<file path="src/rtl/ref_sel_pkg.sv">
// Shared helpers for the reference selector.
// Assumes: priority 0 means disabled, a smaller non-zero value is preferred.
package ref_sel_pkg;

    // True when candidate (ap, ac) is preferred over (bp, bc); bc==0 means no incumbent.
    function automatic logic prio_wins(input int ap, input int ac, input int bp, input int bc);
        if (ap == 0)
            return 1'b0;
        if (bc == 0)
            return 1'b1;
        if (ap < bp)
            return 1'b1;
        return (ap == bp) && (ac < bc);
    endfunction

endpackage

</file>
<file path="src/rtl/ref_prio_regs.sv">
// Priority register file and read mux.
// Assumes: address c in 1..NUM_CH maps to channel code c, address 0 reads status.
module ref_prio_regs #(
    parameter int NUM_CH = 14,
    parameter int PRIO_W = 4,
    parameter int ADDR_W = 4,
    parameter int DATA_W = 8,
    parameter int CODE_W = 4
) (
    input  logic                          clk,
    input  logic                          rst_n,
    input  logic [ADDR_W-1:0]             bus_addr,
    input  logic                          bus_we,
    input  logic [DATA_W-1:0]             bus_wdata,
    input  logic [CODE_W-1:0]             status_code,
    output logic [DATA_W-1:0]             bus_rdata,
    output logic [NUM_CH-1:0][PRIO_W-1:0] prio
);

    generate
        for (genvar i = 0; i < NUM_CH; i++) begin : g_reg
            localparam logic [PRIO_W-1:0] DEFAULT_PRIO = PRIO_W'(i + 2);
            // Holds one channel's priority, loaded on a matching write.
            always_ff @(posedge clk) begin
                if (!rst_n)
                    prio[i] <= DEFAULT_PRIO;
                else if (bus_we && (int'(bus_addr) == i + 1))
                    prio[i] <= bus_wdata[PRIO_W-1:0];
            end
        end
    endgenerate

    // Selects status or one priority for the read port.
    always_comb begin
        bus_rdata = '0;
        if (bus_addr == '0)
            bus_rdata[CODE_W-1:0] = status_code;
        else
            for (int i = 0; i < NUM_CH; i++)
                if (int'(bus_addr) == i + 1)
                    bus_rdata[PRIO_W-1:0] = prio[i];
    end

endmodule

</file>
<file path="src/rtl/ref_qualify.sv">
// Per-channel hold-off qualification.
// Assumes: validity may toggle any cycle; mon_tick is a single-cycle pulse.
module ref_qualify #(
    parameter int NUM_CH = 14,
    parameter int HOLD_W = 8
) (
    input  logic              clk,
    input  logic              rst_n,
    input  logic [NUM_CH-1:0] ch_valid,
    input  logic              mon_tick,
    input  logic [HOLD_W-1:0] holdoff_ticks,
    output logic [NUM_CH-1:0] qual
);

    generate
        for (genvar i = 0; i < NUM_CH; i++) begin : g_ch
            logic [HOLD_W-1:0] cnt;
            // Counts ticks of continuous validity and flags the channel when enough have passed.
            always_ff @(posedge clk) begin
                if (!rst_n || !ch_valid[i]) begin
                    cnt     <= '0;
                    qual[i] <= 1'b0;
                end else if (cnt >= holdoff_ticks) begin
                    qual[i] <= 1'b1;
                end else if (mon_tick) begin
                    cnt <= cnt + 1'b1;
                end
            end
        end
    endgenerate

endmodule

</file>
<file path="src/rtl/ref_pick.sv">
// Combinational search for the preferred qualified channel.
// Assumes: scan in ascending code order so ties keep the lower code.
module ref_pick #(
    parameter int NUM_CH = 14,
    parameter int PRIO_W = 4,
    parameter int CODE_W = 4
) (
    input  logic [NUM_CH-1:0]             qual,
    input  logic [NUM_CH-1:0][PRIO_W-1:0] prio,
    output logic [CODE_W-1:0]             best_code,
    output logic [PRIO_W-1:0]             best_prio
);
    import ref_sel_pkg::*;

    // Keeps the running winner across all channels.
    always_comb begin
        best_code = '0;
        best_prio = '0;
        for (int i = 0; i < NUM_CH; i++) begin
            if (qual[i] && prio_wins(int'(prio[i]), i + 1, int'(best_prio), int'(best_code))) begin
                best_code = CODE_W'(i + 1);
                best_prio = prio[i];
            end
        end
    end

endmodule

</file>
<file path="src/rtl/ref_selector.sv">
// Top: keeps the preferred qualified reference selected, with revertive control.
// Assumes: outputs are registered; a cause seen at one edge shows on sel_code at the next.
module ref_selector #(
    parameter int NUM_CH = 14,
    parameter int PRIO_W = 4,
    parameter int HOLD_W = 8,
    parameter int ADDR_W = 4,
    parameter int DATA_W = 8,
    parameter int CODE_W = 4
) (
    input  logic              clk,
    input  logic              rst_n,
    input  logic [NUM_CH-1:0] ch_valid,
    input  logic              mon_tick,
    input  logic              revertive,
    input  logic [HOLD_W-1:0] holdoff_ticks,
    input  logic [ADDR_W-1:0] bus_addr,
    input  logic              bus_we,
    input  logic [DATA_W-1:0] bus_wdata,
    output logic [DATA_W-1:0] bus_rdata,
    output logic [CODE_W-1:0] sel_code,
    output logic              switch_strobe,
    output logic              holdover_req
);

    logic [NUM_CH-1:0][PRIO_W-1:0] prio;
    logic [NUM_CH-1:0]             qual_vec;
    logic [CODE_W-1:0]             best_code;
    logic [PRIO_W-1:0]             best_prio;
    logic [PRIO_W-1:0]             cur_prio;
    logic                          cur_ok;
    logic [CODE_W-1:0]             next_code;

    ref_prio_regs #(.NUM_CH(NUM_CH), .PRIO_W(PRIO_W), .ADDR_W(ADDR_W),
                    .DATA_W(DATA_W), .CODE_W(CODE_W)) u_regs (
        .clk(clk), .rst_n(rst_n), .bus_addr(bus_addr), .bus_we(bus_we),
        .bus_wdata(bus_wdata), .status_code(sel_code), .bus_rdata(bus_rdata),
        .prio(prio));

    ref_qualify #(.NUM_CH(NUM_CH), .HOLD_W(HOLD_W)) u_qual (
        .clk(clk), .rst_n(rst_n), .ch_valid(ch_valid), .mon_tick(mon_tick),
        .holdoff_ticks(holdoff_ticks), .qual(qual_vec));

    ref_pick #(.NUM_CH(NUM_CH), .PRIO_W(PRIO_W), .CODE_W(CODE_W)) u_pick (
        .qual(qual_vec), .prio(prio), .best_code(best_code), .best_prio(best_prio));

    // Checks whether the current channel is still usable.
    always_comb begin
        cur_ok   = 1'b0;
        cur_prio = '0;
        for (int i = 0; i < NUM_CH; i++) begin
            if (int'(sel_code) == i + 1) begin
                cur_prio = prio[i];
                cur_ok   = qual_vec[i] && (prio[i] != '0);
            end
        end
    end

    // Chooses failover, revert or hold.
    always_comb begin
        if (!cur_ok)
            next_code = best_code;
        else if (revertive && (best_code != '0) && (best_prio < cur_prio))
            next_code = best_code;
        else
            next_code = sel_code;
    end

    // Registers the selection, the strobe and the holdover flag.
    always_ff @(posedge clk) begin
        if (!rst_n) begin
            sel_code      <= '0;
            switch_strobe <= 1'b0;
            holdover_req  <= 1'b1;
        end else begin
            sel_code      <= next_code;
            switch_strobe <= (next_code != sel_code);
            holdover_req  <= (next_code == '0);
        end
    end

endmodule

</file>
<file path="config.mk">
export PLATFORM = sky130hd
export DESIGN_NAME = ref_selector
export DESIGN_NICKNAME = d
export VERILOG_FILES = /design/src/rtl/ref_sel_pkg.sv /design/src/rtl/ref_prio_regs.sv /design/src/rtl/ref_qualify.sv /design/src/rtl/ref_pick.sv /design/src/rtl/ref_selector.sv
export SDC_FILE = /design/constraint.sdc
export NUM_CORES = 1
export LEC_CHECK = 0
export ABC_AREA = 1
export ABC_CLOCK_PERIOD_IN_PS = 13100
export BUFFER_PORTS_ARGS = -buffer_cell sky130_fd_sc_hd__buf_4
export CAP_MARGIN = 0
export CORE_UTILIZATION = 50
export DETAILED_ROUTE_END_ITERATION = 8
export PLACE_DENSITY = 0.77
export SETUP_SLACK_MARGIN = 0.1
export SLEW_MARGIN = 15
export SYNTH_ARGS = -nofsm -noshare
export SYNTH_HDL_FRONTEND = slang
export SYNTH_SLANG_ARGS = --single-unit
</file>
<file path="constraint.sdc">
create_clock -name clk -period 13.1 [get_ports clk]
set_input_delay 3.275 -clock clk [delete_from_list [all_inputs] [get_ports clk]]
set_output_delay 3.275 -clock clk [all_outputs]
set_load 0.01 [all_outputs]
</file>
==> results of run 1 <==
cells in the final DEF, fill, tap and decap left out, types with 4 or more instances in the layout:
master	n
inv_1	289
nand2_1	234
buf_4	202
dfxtp_1	183
nor2_1	167
o21ai_0	162
a21oi_1	153
ha_1	141
nand3_1	94
o21a_1	80
nand2_2	54
nor3_1	49
nand4_1	29
nand2_4	29
nand3_2	23
o211ai_1	21
clkbuf_16	17
and3_1	14
inv_2	13
o21ai_2	13
nor3b_1	13
ha_4	12
o22ai_1	11
o21ai_4	11
buf_6	8
clkinv_8	7
nor2_2	6
a21oi_2	6
or2_4	6
inv_6	5
o21ai_1	5
dfxtp_2	5
nand2_8	4
nor4_1	4
o221ai_1	4
ha_2	4
conb_1	4
sequential cells by signal (all words and copies together), names as in the netlist:
name             count
u_regs.prio         56
holdover_req         1
u_qual.g_ch.cnt    112
u_qual.qual         14
sel_code             4
switch_strobe        1
where the power goes:
part / switching, mW / internal, mW / total [mW]
Sequential: 0.00980 / 0.579 / 0.589
Combinational: 0.0928 / 0.0597 / 0.153
Clock: 0.277 / 0.267 / 0.544
cell type report:
class,count,area (um2)
Multi-Input combinational cell,1374,8820
Tap cell,330,413
Inverter,308,1170
Fill cell,2218,9070
Clock buffer,18,439
Clock inverter,14,188
Timing Repair Buffer,210,1610
Sequential cell,188,3770
through the flow:
stage	area [um2]	hold WS [ns]	utilization (%)	setup TNS [ns]	setup slack, ns
after floorplan	13300	0.442	-	0	0.105
after global placement	14600	0.452	57.5	-1.48	-0.375
after detailed placement	14600	0.464	57.5	-2.97	-0.706
after CTS	15900	0.475	62.3	0	0.104
after global routing	16400	0.495	64.4	-5.50	-1.06
final	16400	0.474	64.4	-1.05	-0.244
timing repair:
item | in CTS | in global routing
buffers inserted | 45 | 21
pin swaps | 57 | 93
gates cloned | 1 | 0
setup endpoints to repair | 5 | 6
resized for setup | 70 | 83
hold buffers | 0 | 0
cell families (layout without fill, tap and decap cells):
logic type                 Yosys count  after routing
and+or+nand+nor                    732            733
AOI/OAI and AO/OA                  480            480
buffers and inverters              327            550
DFF                                188            188
adders and majority gates          157            157
other                                1              4
critical path, delay by kind of cell (launching register included):
| kind | cells | cell delay [ns] |
|---|---|---|
| buffers and inverters | 12 | 1.06 |
| adders and majority gates | 13 | 2.78 |
| DFF | 1 | 0.33 |
| AOI/OAI and AO/OA | 20 | 2.26 |
| and+or+nand+nor | 83 | 6.80 |
how the worst min path moves through the flow:
stage,from,to,slack [ns],cells after the start
2_1_floorplan,u_qual.qual[4],u_qual.qual[4],0.44,2
3_3_place_gp,u_qual.g_ch[12].cnt[7],u_qual.g_ch[12].cnt[7],0.45,2
3_5_place_dp,u_qual.g_ch[4].cnt[7],u_qual.g_ch[4].cnt[7],0.46,2
4_1_cts,u_qual.g_ch[4].cnt[7],u_qual.g_ch[4].cnt[7],0.48,2
5_1_grt,u_qual.g_ch[5].cnt[7],u_qual.g_ch[5].cnt[7],0.50,2
6_report,u_qual.g_ch[5].cnt[7],u_qual.g_ch[5].cnt[7],0.47,2
routing by layer:
layer	vias up	GRT usage, %	share of wire [%]
met5	-	0	0
met4	0	9.72	2.7
met3	86	3.59	5.3
met2	407	48.6	49
met1	6211	33.8	43
li1	6772	-	-
==> key figures, run 1 <==
Yosys
  – Top cell type's share of synthesized area: 28.6%
  – Dominant cell type by area after synthesis: dfxtp_1
  – Post-synthesis adder-cell area fraction: 14.9%
  – Commonest cells in the netlist: 293 x inv_1, 274 x nand2_1, 188 x dfxtp_1, 188 x o21ai_0, 172 x nor2_1
  – Ranking of synthesized cells by area: dfxtp_1 29%, ha_1 15%, inv_1 8.4%
  – Post-synthesis xor/xnor area fraction: 0%
  – Mux contribution to synthesized area: 0%
  – #FFs+latches synth: 188
  – YS warnings: 0
  – Main combinational cell family by area after synthesis: simple AND/OR/NAND/NOR gates
  – Synth Area in Compound Gates: 20.8%
  – EDFF count, synth: 0
  – Simple-gate share of the synthesized area: 26.0%
  – Mapped Cells: 1885
  – Most common cell in the netlist: inv_1
  – Async set or reset register ratio after synthesis: 0%
  – Synth cell types: 46
  – Top_reg_cell synth: dfxtp_1
  – Register area share after synthesis: 28.6%
  – Mean Syn Cell Area: 6.97 um2
  – Mapped Area: 13100 um2

Clocking
  – Clock Sinks: 188
  – CTS clk-pin slew, worst paths: 0.07 ns
  – CTS tree: yes
  – Clock Latency Late Sink: 0.45 ns
  – Max Root-Sink Buffers: 2
  – Clock Tree Root: clkbuf_16
  – Num CTS Buffers: 17
  – H-tree levels: 4

Routing
  – Drt first pass iters: 8
  – Residual DRC: 0
  – Final ANT Viol Nets: 0
  – Routed len/inst: 15.3 um
  – First DRT Iteration DRCs: 1057
  – Total Wirelength: 37.3 mm
  – Vias per Instance: 5.52
  – Via count: 13476

Worst setup path
  – Critical Path Most Common Cell: nand2_2
  – R2R Path End: sel_code[0]
  – WS Path Type: register to register
  – Crit path capture type: register
  – CP startpoint: u_regs.prio[0]
  – Critical Path RT: 13.45 ns
  – Slowest CP cell: dfxtp_2
  – CP max stage delay: 0.33 ns
  – FF-to-FF path depth: 128
  – Highest net fanout along the worst path: 8
  – Critical Path AT: 13.69 ns
  – Nature of the critical path startpoint: register
  – R2R Setup Slk: -0.24 ns
  – CP Capture Point: sel_code[0]
  – Reg2Reg Launch Point: u_regs.prio[0]

Pwr
  – Max VDD drop: 78.2 uV
  – Total design power: 1.29 mW
  – Leak pwr: 7.89 nW
  – PwrDens: 78.4 nW/um2

Layout
  – Final Net Count: 2295
  – Area grow syn2layout: 24.8%
  – Layout Cells excl Fill: 2442
  – Number of diodes: 0
  – Share of layout cells above drive strength 1: 20.7%

Worst hold path
  – Worst min path class: register to register

Floorplanning
  – Initial core utilization: 51.6%
  – Cell row count: 58
  – Die Width: 164 um
  – Die Ht: 164 um
  – Core area: 25500 um2
  – IO Pins: 53
  – DIE AREA: 26900 um2

Global route
  – Grt ovf: 0
  – Gr usage total: 27.4%
  – Vias in the first global route: 12621
  – Global-route wire length before repair: 59.3 mm
  – Antenna violations before repair: 0
  – Pin count of the biggest net entering global routing: 59

Timing
  – Final clock skew: 0.0132 ns
  – Slew @ Worst Pin: 0.850 ns
  – Highest Clock Rate: 0.0749 GHz
  – Final setup violation count: 5
  – Final worst path period share: 102%
  – RSZ-0062 raised after global routing: yes
  – Final max-slew violation count: 0
  – Normalized max-slew margin: 43.3%
  – Slack of the critical path: -0.244 ns
  – Min Tclk post-route: 13.34 ns
  – Final hold vios: 0

Placed design
  – Port Buf Inserts: 44
  – Placed cell count: 2343
  – Hpwl dp: 25.9 mm
  – GPL Wtd Cong: 0.955

Status
  – Failing checks: setup timing
  – Status: finished, violations left

Job
  – Max_cap viols: 0
(Power assumes the default switching activity.)
==> run 2, diff against run 1 <==
--- a/config.mk
+++ b/config.mk
@@ -11,6 +11,7 @@
 export CAP_MARGIN = 0
 export CORE_UTILIZATION = 50
 export DETAILED_ROUTE_END_ITERATION = 8
+export MAX_ROUTING_LAYER = met4
 export PLACE_DENSITY = 0.77
 export SETUP_SLACK_MARGIN = 0.1
 export SLEW_MARGIN = 15
==> run 2 against run 1 <==
The run still ends with setup timing left. Highest routed layer unchanged. Maximum frequency increased by 0.66%. Register-to-register slack better by 0.09 ns. Power shrank 1.0%. Clock power down 2%. Core utilization decreased by 0.20 points. Critical path depth unchanged. Clock skew rose by 0.0032 ns. Sequential power is essentially flat. Sequential share of layout area increased by 0.070 points. First-iteration DRC count shrank 5.0%. Combinational power hardly changed. Final area fell by 0.30%.
==> key figures, run 2 (synthesis gave the netlist of run 1 again) <==
Pwr
  – Max VDD drop: 70.2 uV (-10%)
  – Total design power: 1.27 mW (-1.0%)
  – PwrDens: 77.8 nW/um2 (-0.72%)
  – Leak pwr: 7.88 nW (-0.15%)

Routing
  – Via count: 13554 (+0.58%)
  – Routed len/inst: 15.4 um (+0.58%)
  – Final ANT Viol Nets: 0 (unchanged)
  – Total Wirelength: 37.5 mm (+0.54%)
  – Drt first pass iters: 6 (-2)
  – First DRT Iteration DRCs: 1004 (-5.0%)
  – Vias per Instance: 5.55 (+0.62%)
  – Residual DRC: 0 (unchanged)

Layout
  – Layout Cells excl Fill: 2441 (-0.041%)
  – Final Net Count: 2294 (-0.044%)
  – Max FFs per register: 112 (unchanged)
  – Area grow syn2layout: 24.4%
  – Most common cell after layout, fill and taps aside: inv_1
  – Largest regs: u_qual.g_ch.cnt x112, u_regs.prio x56, u_qual.qual x14
  – Share of layout cells above drive strength 1: 20.7% (-0.085 points)
  – Highest-count cells in the layout ignoring fill and taps: 289 x inv_1, 231 x nand2_1, 205 x buf_4
  – Biggest register: u_qual.g_ch.cnt
  – Number of diodes: 0 (unchanged)

Clocking
  – Clock Sinks: 188 (unchanged)
  – Num CTS Buffers: 17 (unchanged)
  – Clock Latency Late Sink: 0.46 ns (about the same)
  – Clock Tree Root: clkbuf_16
  – Max Root-Sink Buffers: 2 (unchanged)
  – Cts hold-fix bufs: 0 (unchanged)
  – H-tree levels: 4 (unchanged)
  – CTS tree: yes
  – CTS clk-pin slew, worst paths: 0.07 ns (about the same)

Global route
  – Gr usage total: 28.2% (+0.78 points)
  – Antenna violations before repair: 0 (unchanged)
  – Pin count of the biggest net entering global routing: 59 (unchanged)
  – Grt ovf: 0 (unchanged)
  – Vias in the first global route: 12544 (-0.61%)
  – Global-route wire length before repair: 59.1 mm (-0.47%)

Job
  – Max_cap viols: 0 (unchanged)

Worst setup path
  – Highest net fanout along the worst path: 8 (unchanged)
  – CP max stage delay: 0.33 ns (about the same)
  – Critical Path RT: 13.45 ns (about the same)
  – R2R Path End: switch_strobe
  – Reg2Reg Launch Point: u_regs.prio[2]
  – WS Path Type: register to register
  – R2R Setup Slk: -0.16 ns (+0.09 ns)
  – Crit path capture type: register
  – Critical Path Most Common Cell: nand2_4
  – Nature of the critical path startpoint: register
  – Critical Path AT: 13.61 ns (-0.08 ns)
  – Slowest CP cell: dfxtp_2
  – FF-to-FF path depth: 128 (unchanged)

Timing
  – Final worst path period share: 101% (-0.67 points)
  – Setup TNS: -0.577 ns (+0.468 ns)
  – Highest Clock Rate: 0.0754 GHz (+0.66%)
  – Slack of the critical path: -0.156 ns (+0.0878 ns)
  – Final clock skew: 0.0163 ns (+0.00316 ns)
  – Min Tclk post-route: 13.26 ns (-0.0878 ns)
  – Final setup violation count: 5 (unchanged)
  – Final max-slew violation count: 0 (unchanged)
  – Slew @ Worst Pin: 0.907 ns (+0.0577 ns)
  – Normalized max-slew margin: 38.7% (-4.6 points)
  – RSZ-0062 raised after global routing: yes
  – Final hold vios: 0 (unchanged)
  – Hold WS: 0.468 ns (-0.00633 ns)

Floorplanning
  – DIE AREA: 26900 um2 (unchanged)
  – Core area: 25500 um2 (unchanged)
  – Die Width: 164 um (unchanged)
  – Die Ht: 164 um (unchanged)
  – IO Pins: 53 (unchanged)
  – Cell row count: 58 (unchanged)
  – Initial core utilization: 51.6% (unchanged)

Worst hold path
  – Hold path startpoint: u_qual.g_ch[7].cnt[7]
  – WHS Endpoint: u_qual.g_ch[7].cnt[7]
  – Worst hold path stage count: 2 (unchanged)
  – Worst min path class: register to register

Status
  – Failing checks: setup timing
  – Status: finished, violations left

Placed design
  – Port Buf Inserts: 44 (unchanged)
  – Post-place setup slack: -0.625 ns (+0.0808 ns)
  – Hpwl dp: 26.1 mm (+1.0%)
  – GPL Wtd Cong: 0.954 (-0.12%)
  – Placed cell count: 2342 (-0.043%)
==> run 2: report_power, final <==
part | internal [mW] | switching, mW
Clock | 0.259 | 0.275
Combinational | 0.0585 | 0.0917
Sequential | 0.579 | 0.00974
Total | 0.897 | 0.376
==> run 2: worst max-delay path by stage <==
stage	start	end	slack, ns	cells after the start
global route	u_regs.prio[2]	switch_strobe	-0.92	136
finish	u_regs.prio[2]	switch_strobe	-0.16	128
CTS	u_regs.prio[0]	switch_strobe	-0.0008	131
global placement	u_regs.prio[1]	switch_strobe	-0.35	122
detailed placement	u_regs.prio[1]	switch_strobe	-0.62	120
floorplan	u_regs.prio[3]	switch_strobe	0.10	126
==> run 2: stage by stage <==
step | util (%) | instance area (um2)
2_1_floorplan | - | 13300
3_3_place_gp | 57.4 | 14600
3_5_place_dp | 57.4 | 14600
4_1_cts | 62.2 | 15800
5_1_grt | 64.2 | 16400
6_report | 64.2 | 16400
==> run 2: per-layer routing <==
layer	vias to the layer above	track usage [%]	wire length, um
met1	6279	33.3	16100
li1	6785	-	-
met2	408	49.0	18300
met3	82	3.43	2100
met4	0	10.0	1000
met5	-	-	0
==> run 2: worst max-delay path, delay by kind of cell (launching register included) <==
family	cells	cell delay [ns]
simple gates	81	6.40
compound gates	19	2.04
fa+ha+maj	12	2.86
flops	1	0.33
buf+inv	16	1.48
==> run 2: what timing repair did <==
action,4_1_cts,5_1_grt
pin swaps,92,93
resized for setup,65,87
setup endpoints to repair,5,6
setup buffers,51,15
gates cloned,1,0
==> run 2: final cells by class <==
type                    count  area [um2]
flip-flops and latches    188        3770
repair buffers            209        1580
clock buffers              18         429
multi-input cells        1374        8820
fillers                  2171        9120
inverters                 308        1170
clock inverters            14         170
well taps                 330         413
